==> src/rtl/rcc_pkg.sv <==
package rcc_pkg;
  localparam int CNT_W = 16;
  typedef logic [CNT_W-1:0] cnt_t;

  function automatic cnt_t cnt_next(cnt_t v);
    return v + cnt_t'(1);
  endfunction

  // buffer sits one step behind the burst count (mod 2^CNT_W)
  function automatic logic buf_at_cap(cnt_t b, cnt_t s);
    return cnt_next(b) == s;
  endfunction

  function automatic logic credit_owed(cnt_t sent, cnt_t bufs);
    return sent != bufs;
  endfunction

  function automatic logic burst_has_credit(cnt_t s, cnt_t sent);
    return s != sent;
  endfunction
endpackage

==> src/rtl/rcc_edge_det.sv <==
module rcc_edge_det (
  input  logic clk,
  input  logic rst_n,
  input  logic lvl,
  output logic rise
);
  logic lvl_q;

  always_ff @(posedge clk or negedge rst_n) begin
    if (!rst_n) lvl_q <= 1'b0;
    else        lvl_q <= lvl;
  end

  assign rise = lvl & ~lvl_q;
endmodule

==> src/rtl/rcc_credit_cnt.sv <==
module rcc_credit_cnt
  import rcc_pkg::*;
(
  input  logic clk,
  input  logic rst_n,
  input  logic clr,
  input  logic end_evt,
  input  logic keep_cap,
  input  logic preload_ok,
  input  cnt_t preload_val,
  input  logic rel_rise,
  input  logic ready_fire,
  input  logic burst_in,
  output cnt_t buf_cnt,
  output cnt_t rdy_cnt,
  output cnt_t brst_cnt,
  output logic burst_ok,
  output logic burst_bad
);
  logic quiet;
  logic has_credit;

  assign quiet      = !clr && !end_evt;
  assign has_credit = burst_has_credit(brst_cnt, rdy_cnt);
  assign burst_ok   = quiet && burst_in && has_credit;
  assign burst_bad  = quiet && burst_in && !has_credit;

  // buffer count: preload wins over a release edge
  always_ff @(posedge clk or negedge rst_n) begin
    if (!rst_n)                         buf_cnt <= '0;
    else if (clr)                       buf_cnt <= '0;
    else if (end_evt) begin
      if (!keep_cap)                    buf_cnt <= '0;
    end
    else if (preload_ok)                buf_cnt <= preload_val;
    else if (rel_rise && !buf_at_cap(buf_cnt, brst_cnt))
                                        buf_cnt <= cnt_next(buf_cnt);
  end

  // sent-credit count
  always_ff @(posedge clk or negedge rst_n) begin
    if (!rst_n)                         rdy_cnt <= '0;
    else if (clr)                       rdy_cnt <= '0;
    else if (end_evt)                   rdy_cnt <= keep_cap ? brst_cnt : '0;
    else if (ready_fire)                rdy_cnt <= cnt_next(rdy_cnt);
  end

  // burst count
  always_ff @(posedge clk or negedge rst_n) begin
    if (!rst_n)                         brst_cnt <= '0;
    else if (clr)                       brst_cnt <= '0;
    else if (end_evt) begin
      if (!keep_cap)                    brst_cnt <= '0;
    end
    else if (burst_ok)                  brst_cnt <= cnt_next(brst_cnt);
  end
endmodule

==> src/rtl/rcc_ready_gen.sv <==
module rcc_ready_gen #(
  parameter int MIN_GAP = 2
) (
  input  logic clk,
  input  logic rst_n,
  input  logic conn_acc,
  input  logic owed,
  input  logic hold,
  output logic ready_fire,
  output logic ready_pulse
);
  localparam int GAP_W = (MIN_GAP > 2) ? $clog2(MIN_GAP) : 1;
  localparam logic [GAP_W-1:0] GAP_LOAD = GAP_W'(MIN_GAP - 1);

  logic [GAP_W-1:0] gap_cnt;
  logic             gap_open;

  assign gap_open   = (gap_cnt == '0);
  assign ready_fire = conn_acc && owed && !hold && gap_open;

  always_ff @(posedge clk or negedge rst_n) begin
    if (!rst_n) begin
      gap_cnt     <= '0;
      ready_pulse <= 1'b0;
    end else begin
      ready_pulse <= ready_fire;
      if (ready_fire)      gap_cnt <= GAP_LOAD;
      else if (!gap_open)  gap_cnt <= gap_cnt - GAP_W'(1);
    end
  end
endmodule

==> src/rtl/rx_credit_ctrl.sv <==
module rx_credit_ctrl
  import rcc_pkg::*;
#(
  parameter int MIN_GAP = 2
) (
  input  logic             clk,
  input  logic             rst_n,
  input  logic             clr_n,
  input  logic             link_up,
  input  logic             conn_acc,
  input  logic             conn_end,
  input  logic             keep_cap,
  input  logic             preload_en,
  input  logic [CNT_W-1:0] preload_val,
  input  logic             buf_rel,
  input  logic             burst_in,
  output logic             ready_pulse,
  output logic             burst_xfer,
  output logic             burst_drop,
  output logic             ovf_err
);
  // named internal events
  logic clr;
  logic rel_rise;
  logic preload_ok;
  logic ready_fire;
  logic owed;
  logic burst_ok;
  logic burst_bad;
  logic err_wipe;
  cnt_t buf_cnt;
  cnt_t rdy_cnt;
  cnt_t brst_cnt;

  assign clr        = !clr_n;
  assign preload_ok = preload_en && link_up && !conn_acc;
  assign owed       = credit_owed(rdy_cnt, buf_cnt);
  assign err_wipe   = clr || (conn_end && !keep_cap);

  rcc_edge_det u_rel_edge (
    .clk   (clk),
    .rst_n (rst_n),
    .lvl   (buf_rel),
    .rise  (rel_rise)
  );

  rcc_credit_cnt u_cnt (
    .clk         (clk),
    .rst_n       (rst_n),
    .clr         (clr),
    .end_evt     (conn_end),
    .keep_cap    (keep_cap),
    .preload_ok  (preload_ok),
    .preload_val (preload_val),
    .rel_rise    (rel_rise),
    .ready_fire  (ready_fire),
    .burst_in    (burst_in),
    .buf_cnt     (buf_cnt),
    .rdy_cnt     (rdy_cnt),
    .brst_cnt    (brst_cnt),
    .burst_ok    (burst_ok),
    .burst_bad   (burst_bad)
  );

  rcc_ready_gen #(.MIN_GAP(MIN_GAP)) u_rdy (
    .clk         (clk),
    .rst_n       (rst_n),
    .conn_acc    (conn_acc),
    .owed        (owed),
    .hold        (clr || conn_end),
    .ready_fire  (ready_fire),
    .ready_pulse (ready_pulse)
  );

  always_ff @(posedge clk or negedge rst_n) begin
    if (!rst_n) begin
      burst_xfer <= 1'b0;
      burst_drop <= 1'b0;
      ovf_err    <= 1'b0;
    end else begin
      burst_xfer <= burst_ok;
      burst_drop <= burst_bad;
      if (err_wipe)       ovf_err <= 1'b0;
      else if (burst_bad) ovf_err <= 1'b1;
    end
  end
endmodule

==> config.mk <==
export PLATFORM = sky130hd
export DESIGN_NAME = rx_credit_ctrl
export DESIGN_NICKNAME = d
export VERILOG_FILES = /design/src/rtl/rcc_pkg.sv /design/src/rtl/rcc_edge_det.sv /design/src/rtl/rcc_credit_cnt.sv /design/src/rtl/rcc_ready_gen.sv /design/src/rtl/rx_credit_ctrl.sv
export SDC_FILE = /design/constraint.sdc
export NUM_CORES = 1
export LEC_CHECK = 0
export BUFFER_PORTS_ARGS = -buffer_cell sky130_fd_sc_hd__buf_2
export CORE_UTILIZATION = 61
export DETAILED_ROUTE_END_ITERATION = 8
export PLACE_DENSITY = 0.88
export SYNTH_ARGS = -nofsm -noshare
export SYNTH_HDL_FRONTEND = slang
export SYNTH_SLANG_ARGS = --single-unit
export TNS_END_PERCENT = 10
==> constraint.sdc <==
create_clock -name clk -period 3.58 [get_ports clk]
set_input_delay 0.537 -clock clk [delete_from_list [all_inputs] [get_ports clk]]
set_output_delay 0.537 -clock clk [all_outputs]
set_load 0.01 [all_outputs]
Word-level counts from Yosys, hierarchy flattened
Index checks and enable logic that the tools add are counted.
{ "totals": {"reg_bits": 54, "input_bits": 26, "output_inout_bits": 4, "word_cells": 61} }
{ "op_classes": {"n_addsub": 4, "n_eq_ne": 7, "muxes": 16, "bitwise_logic": 3, "n_reduce_logical": 22} }
{ "ops": {"columns": ["operator", "count"], "rows": [
  ["$mux W16", 12],
  ["$add A16 B1 Y16 const B", 3],
  ["$ne A16 B16 Y1", 2],
  ["$eq A16 B16 Y1", 1],
  ["$logic_and A1 B1 Y1", 11],
  ["$logic_not A1 Y1", 7],
  ["$ne A3 B1 Y1 const B", 2],
  ["$mux W1", 4],
  ["$ne A4 B1 Y1 const B", 1],
  ["$ne A3 B3 Y1 const B", 1],
  ["$logic_or A1 B1 Y1", 2],
  ["$not A1 Y1", 2],
  ["$reduce_and A2 Y1", 1],
  ["$reduce_bool A2 Y1", 1],
  ["$and A1 B1 Y1", 1],
  ["$sub A1 B1 Y1 const B", 1]
]} }

Longest topological paths before layout
{ "depth": {"word_depth": 8, "ltp_mapped": 10} }

Hierarchy
A second synthesis with hierarchy kept.
{ "unflattened": {"hier_cells": 516, "area_unflattened_um2": 4219.0} }
{ "by_module_without_submodules": {"columns": ["module", "n_inst", "cells_per_inst", "area_each_um2"], "rows": [
  ["rcc_credit_cnt", 1, 481, 3867.5],
  ["rx_credit_ctrl", 1, 31, 275.3],
  ["rcc_edge_det", 1, 2, 38.8],
  ["rcc_ready_gen", 1, 2, 37.5]
]} }

Worst setup path after synthesis
No wires, ideal clock.
{ "synth_path": {"kind": "register to register", "startpoint": "reg u_cnt.buf_cnt[1]", "endpoint": "reg u_cnt.buf_cnt[1]", "arrival_time_ps": 2801, "required_ps": 3452, "path_slack_ps": 652, "stages_incl_launch_ff": 9, "period_less_slack_ps": 2928, "path_cell_list": "dfrtp_1 -> ha_1 -> xor2_1 -> or4_1 -> or4_1 -> nor4_4 -> nand2b_1 -> buf_6 -> mux2_1"} }
{ "synth_between": {"elab_chain_cells": 6} }
{ "synth_lines": {"columns": ["element", "line_no", "rtl"], "rows": [
  ["start, declared", "rcc_credit_cnt.sv:14", "output cnt_t buf_cnt,"],
  ["start signal, assigned", "rcc_credit_cnt.sv:35", "else if (preload_ok) buf_cnt <= preload_val;"],
  ["start signal, assigned", "rcc_credit_cnt.sv:37", "buf_cnt <= cnt_next(buf_cnt);"],
  ["$add A16 B1 Y16 *", "rcc_pkg.sv:6", "return v + cnt_t'(1);"],
  ["$eq A16 B16 Y1", "rcc_pkg.sv:11", "return cnt_next(b) == s;"],
  ["$logic_not A1 Y1", "rcc_credit_cnt.sv:36", "else if (rel_rise && !buf_at_cap(buf_cnt, brst_cnt))"],
  ["$logic_and A1 B1 Y1", "rcc_credit_cnt.sv:36", null],
  ["$ne A4 B1 Y1 (no line)", null, null],
  ["$reduce_and A2 Y1 (no line)", null, null]
]} }
Every way passes the cells marked *; elsewhere a longest branch is shown, timed or not. The select of a mux whose other input is x is not followed.
A chain may end at the register's enable or synchronous reset.

Worst setup path after layout
{ "layout_path": {"startpoint": "reg u_cnt.buf_cnt[0]", "endpoint": "reg u_cnt.buf_cnt[3]"} }
Same word-level chain as after synthesis.

==> impl_summary.log <==
INFO  metric final_antenna_net_count = 0
INFO  metric final_period_minus_worst_setup_slack = 3.112 ns
INFO  metric worst_setup_path_start_kind = register
INFO  metric top_cells_by_instance_count_after_synthesis = 56 x sky130_fd_sc_hd__nand2_1, 53 x sky130_fd_sc_hd__dfrtp_1, 50 x sky130_fd_sc_hd__o21ai_0, 37 x sky130_fd_sc_hd__clkbuf_1, 36 x sky130_fd_sc_hd__xor2_1
INFO  metric grt_util_met1 = 42.02%
INFO  metric max-clock-path-buffers = 2
INFO  metric worst-r2r-cell-count = 9
INFO  metric crit_path_arrival_time = 3.31 ns
INFO  metric first_pass_grt_wire_length = 18940 µm
INFO  metric yosys.area.top_type_share = 31.55%
INFO  metric antenna_found_initial = 0
INFO  metric clock_tree_from_tritoncts = done
INFO  metric final_max_slew_viol_count = 0
INFO  metric vdd_ir_drop_max = 253.9 µV
INFO  metric cts.repair_timing.setup_buffer_count = 0
INFO  metric global_route.usage.total = approximately a third
INFO  metric area_of_the_core = ~6500 µm²
INFO  metric hold_class = input port to async pin
INFO  metric synth_edf_count = 0
INFO  metric clock_latency = 0.31 ns
INFO  metric io_buffer_count = 29
INFO  metric rsz_0062_raised_after_global_routing = no
INFO  metric p_seq_share = 52.4%
INFO  metric syn_to_final_growth = 3.423%
INFO  metric routedWlPerCell = approximately 19 µm
INFO  metric pin_count = 30
INFO  metric n_fill_cell = 544
INFO  metric floorplan.initialDensity = about two thirds
INFO  metric total_nets_final = around 550
INFO  metric hold_violations = 0
INFO  metric floorplan.rows = 29
INFO  metric tritoncts.num_buffers = 5
INFO  metric worstReg2RegEnd = u_cnt.buf_cnt[3]
INFO  metric final.period_utilization = 86.92%
INFO  metric synth.most_common_cell = sky130_fd_sc_hd__nand2_1
INFO  metric grt_start_max_net_pins = 37
INFO  metric synth_largest_area_cell = sky130_fd_sc_hd__dfrtp_1
INFO  metric swShare = 32.84%
INFO  metric portion_of_the_post_synthesis_area_used_by_sequential_elements = 31.55%
INFO  metric postRouteWirelength = 11410 µm
INFO  metric finalHoldWorstSlack = 0.3218 ns
INFO  metric grt_remaining_overflow = 0
INFO  metric powerDensity = 296.0 nW/µm²
INFO  metric routed_via_density = 7.023
INFO  metric routabilityCongestion = roughly 0.95
INFO  metric mappedNetlistNets = 558
INFO  metric reg2reg_setup_slack = 0.47 ns
INFO  metric die_height = 85.02 µm
INFO  metric flip_flop_cell_with_the_highest_count_after_synthesis = sky130_fd_sc_hd__dfrtp_1
INFO  metric p_leak = 2.004 nW
INFO  metric p_sw = 0.0004228 W
INFO  metric syn_area_per_cell = approximately 8 µm²
INFO  metric synth_area = 4204 µm²
INFO  metric end_kind = register
INFO  metric antenna_cells_inserted = 0
INFO  metric tns = 0 ns
INFO  metric grt.busiest_layer = met2
INFO  metric synthCells = 529
INFO  metric globalRouteMet3Util = 6.712%
INFO  metric timing.max_cap.violations = 0
INFO  metric vias = 4186
INFO  metric leading_post_synthesis_cells_by_cell_area = sky130_fd_sc_hd__dfrtp_1 32%, sky130_fd_sc_hd__xor2_1 7.5%, sky130_fd_sc_hd__o21ai_0 6.0%
INFO  metric cp.required = 3.78 ns
INFO  metric yosysUniqueCellTypes = 63
INFO  metric globalRouteMet2Util = between 50% and 60%
INFO  metric grt_pass1_vias = 3995
INFO  metric yosys_warnings = 0
INFO  metric postSynthRegisterBits = 53
INFO  metric timing.slew.headroom = 38.00%
INFO  metric internal_power = 0.0008644 W
INFO  metric timing.final.setup_violations = 0
INFO  metric drcViolationCount = 0
INFO  metric tightestPinTransition = 0.9300 ns
INFO  metric path_clk_slew = 0.10 ns
INFO  metric worst-setup-path-type = register to register
INFO  metric floorplan.die.width = 85.02 µm
INFO  metric first_pass_iters = 5
INFO  metric rr_startpoint = u_cnt.buf_cnt[0]
INFO  metric cts-htree-levels = 2
INFO  metric hold_buffers = 0
INFO  metric cts_repair_resize_count = 0
INFO  metric hpwl = a little over 8000 µm
INFO  metric first_iter_violations = 432
INFO  metric max_freq = 321.4 MHz
INFO  metric combinationalPowerShare = between 20 and 25%
INFO  metric final_layout_size_suffix_gt1_share = 12.33%
INFO  metric cts-root-buf = sky130_fd_sc_hd__clkbuf_8
INFO  metric clock_power_share = a little over a quarter
INFO  metric dieArea = 7228 µm²
INFO  metric ys_async_sr_fraction = 100.0%
INFO  metric critPathMaxFanout = 15
INFO  metric cts.sinks = 53
INFO  metric outcome = finished, final reports clean
INFO  metric worst_clock_skew = 0.006207 ns
-- through the flow --
step / std cells / power (W) / area, µm² / setup WS [ns] / utilization, %
6_report: 596 / 0.001287 / 4348 / 0.4683 / 66.94
5_1_grt: 596 / 0.001335 / 4348 / 0.2967 / 66.94
4_1_cts: 596 / 0.001283 / 4348 / 0.4895 / 66.94
3_5_place_dp: 588 / 0.0009434 / 4262 / 0.4999 / 65.61
3_3_place_gp: 588 / 0.0009306 / 4262 / 0.6184 / 65.61
2_1_floorplan: 529 / 0.0008749 / 4204 / 0.6516 / -
-- critical path: stages (launching register included) --
cell,delay (ns)
sky130_fd_sc_hd__dfrtp_1,0.51
sky130_fd_sc_hd__ha_1,0.33
sky130_fd_sc_hd__nand3_4,0.14
sky130_fd_sc_hd__or3_4,0.42
sky130_fd_sc_hd__a211o_1,0.28
sky130_fd_sc_hd__a2111o_1,0.46
sky130_fd_sc_hd__nor4_4,0.23
sky130_fd_sc_hd__buf_4,0.25
sky130_fd_sc_hd__nor4_1,0.08
sky130_fd_sc_hd__a211o_1,0.31
-- how the worst max path moves through the flow --
stage	slack, ns	cells after the start	endpoint	start
6_report	0.47	9	u_cnt.buf_cnt[3]	u_cnt.buf_cnt[0]
3_3_place_gp	0.62	9	u_cnt.buf_cnt[3]	u_cnt.buf_cnt[0]
3_5_place_dp	0.50	9	u_cnt.buf_cnt[13]	u_cnt.buf_cnt[0]
2_1_floorplan	0.65	8	u_cnt.buf_cnt[1]	u_cnt.buf_cnt[1]
4_1_cts	0.49	9	u_cnt.buf_cnt[3]	u_cnt.buf_cnt[0]
5_1_grt	0.30	9	u_cnt.buf_cnt[3]	u_cnt.buf_cnt[0]
-- sequential cells by signal, indices dropped and copies added, names as in the netlist --
register and cells:
burst_drop 1, burst_xfer 1, ovf_err 1, u_cnt.brst_cnt 16, u_cnt.buf_cnt 16, u_cnt.rdy_cnt 16
u_rdy.gap_cnt 1, u_rel_edge.lvl_q 1
-- layer usage --
layer	part of all wire, %	wire length, µm
met1	40	4617
met2	47	5405
met3	9.0	1031
met4	3.1	355
met5	0	0
-- area by class of cell --
cell class	instances	area (µm²)	area share, %
flip-flops and latches	53	1326	30.50
clock inverters	3	17.52	0.4029
multi-input cells	409	2574	59.19
clock buffers	5	68.82	1.583
inverters	8	30.03	0.6906
well taps	77	96.34	2.216
repair buffers	41	235.2	5.410
-- power by group through the flow --
stage	Sequential (W)	Clock [W]	Combinational, W
2_1_floorplan	0.000647	0	0.000228
3_3_place_gp	0.000682	0	0.000249
3_5_place_dp	0.000684	0	0.000260
4_1_cts	0.000672	0.000350	0.000261
5_1_grt	0.000679	0.000366	0.000290
6_report	0.000675	0.000348	0.000265
-- placed cells by master (no fill, tap or decap), types with 4 or more instances in the layout --
master and n:
sky130_fd_sc_hd__a211o_1 6, sky130_fd_sc_hd__a211oi_1 5, sky130_fd_sc_hd__a21o_1 7, sky130_fd_sc_hd__a21oi_1 19
sky130_fd_sc_hd__a31oi_1 7, sky130_fd_sc_hd__and3_1 14, sky130_fd_sc_hd__and4_1 4, sky130_fd_sc_hd__buf_2 29
sky130_fd_sc_hd__buf_4 12, sky130_fd_sc_hd__clkbuf_8 5, sky130_fd_sc_hd__dfrtp_1 53, sky130_fd_sc_hd__inv_1 8
sky130_fd_sc_hd__nand2_1 56, sky130_fd_sc_hd__nand2b_1 4, sky130_fd_sc_hd__nand3_1 24, sky130_fd_sc_hd__nand4_1 11
sky130_fd_sc_hd__nor2_1 31, sky130_fd_sc_hd__nor3_1 16, sky130_fd_sc_hd__nor4_1 19, sky130_fd_sc_hd__o211ai_1 5
sky130_fd_sc_hd__o21ai_0 49, sky130_fd_sc_hd__o31ai_1 20, sky130_fd_sc_hd__or2_2 4, sky130_fd_sc_hd__or4_1 6
sky130_fd_sc_hd__xnor2_1 13, sky130_fd_sc_hd__xor2_1 36
-- logic make-up after synthesis --
logic type	synth area share (%)
AO/OA/AOI/OAI	22.02
XOR/XNOR	10.21
adder cells (fa/ha/maj)	0.8930
buffers and inverters	7.470
flip-flops	31.55
multiplexers	1.518
AND/OR/NAND/NOR	26.34
Note: power is estimated with default switching activity, not from simulation.
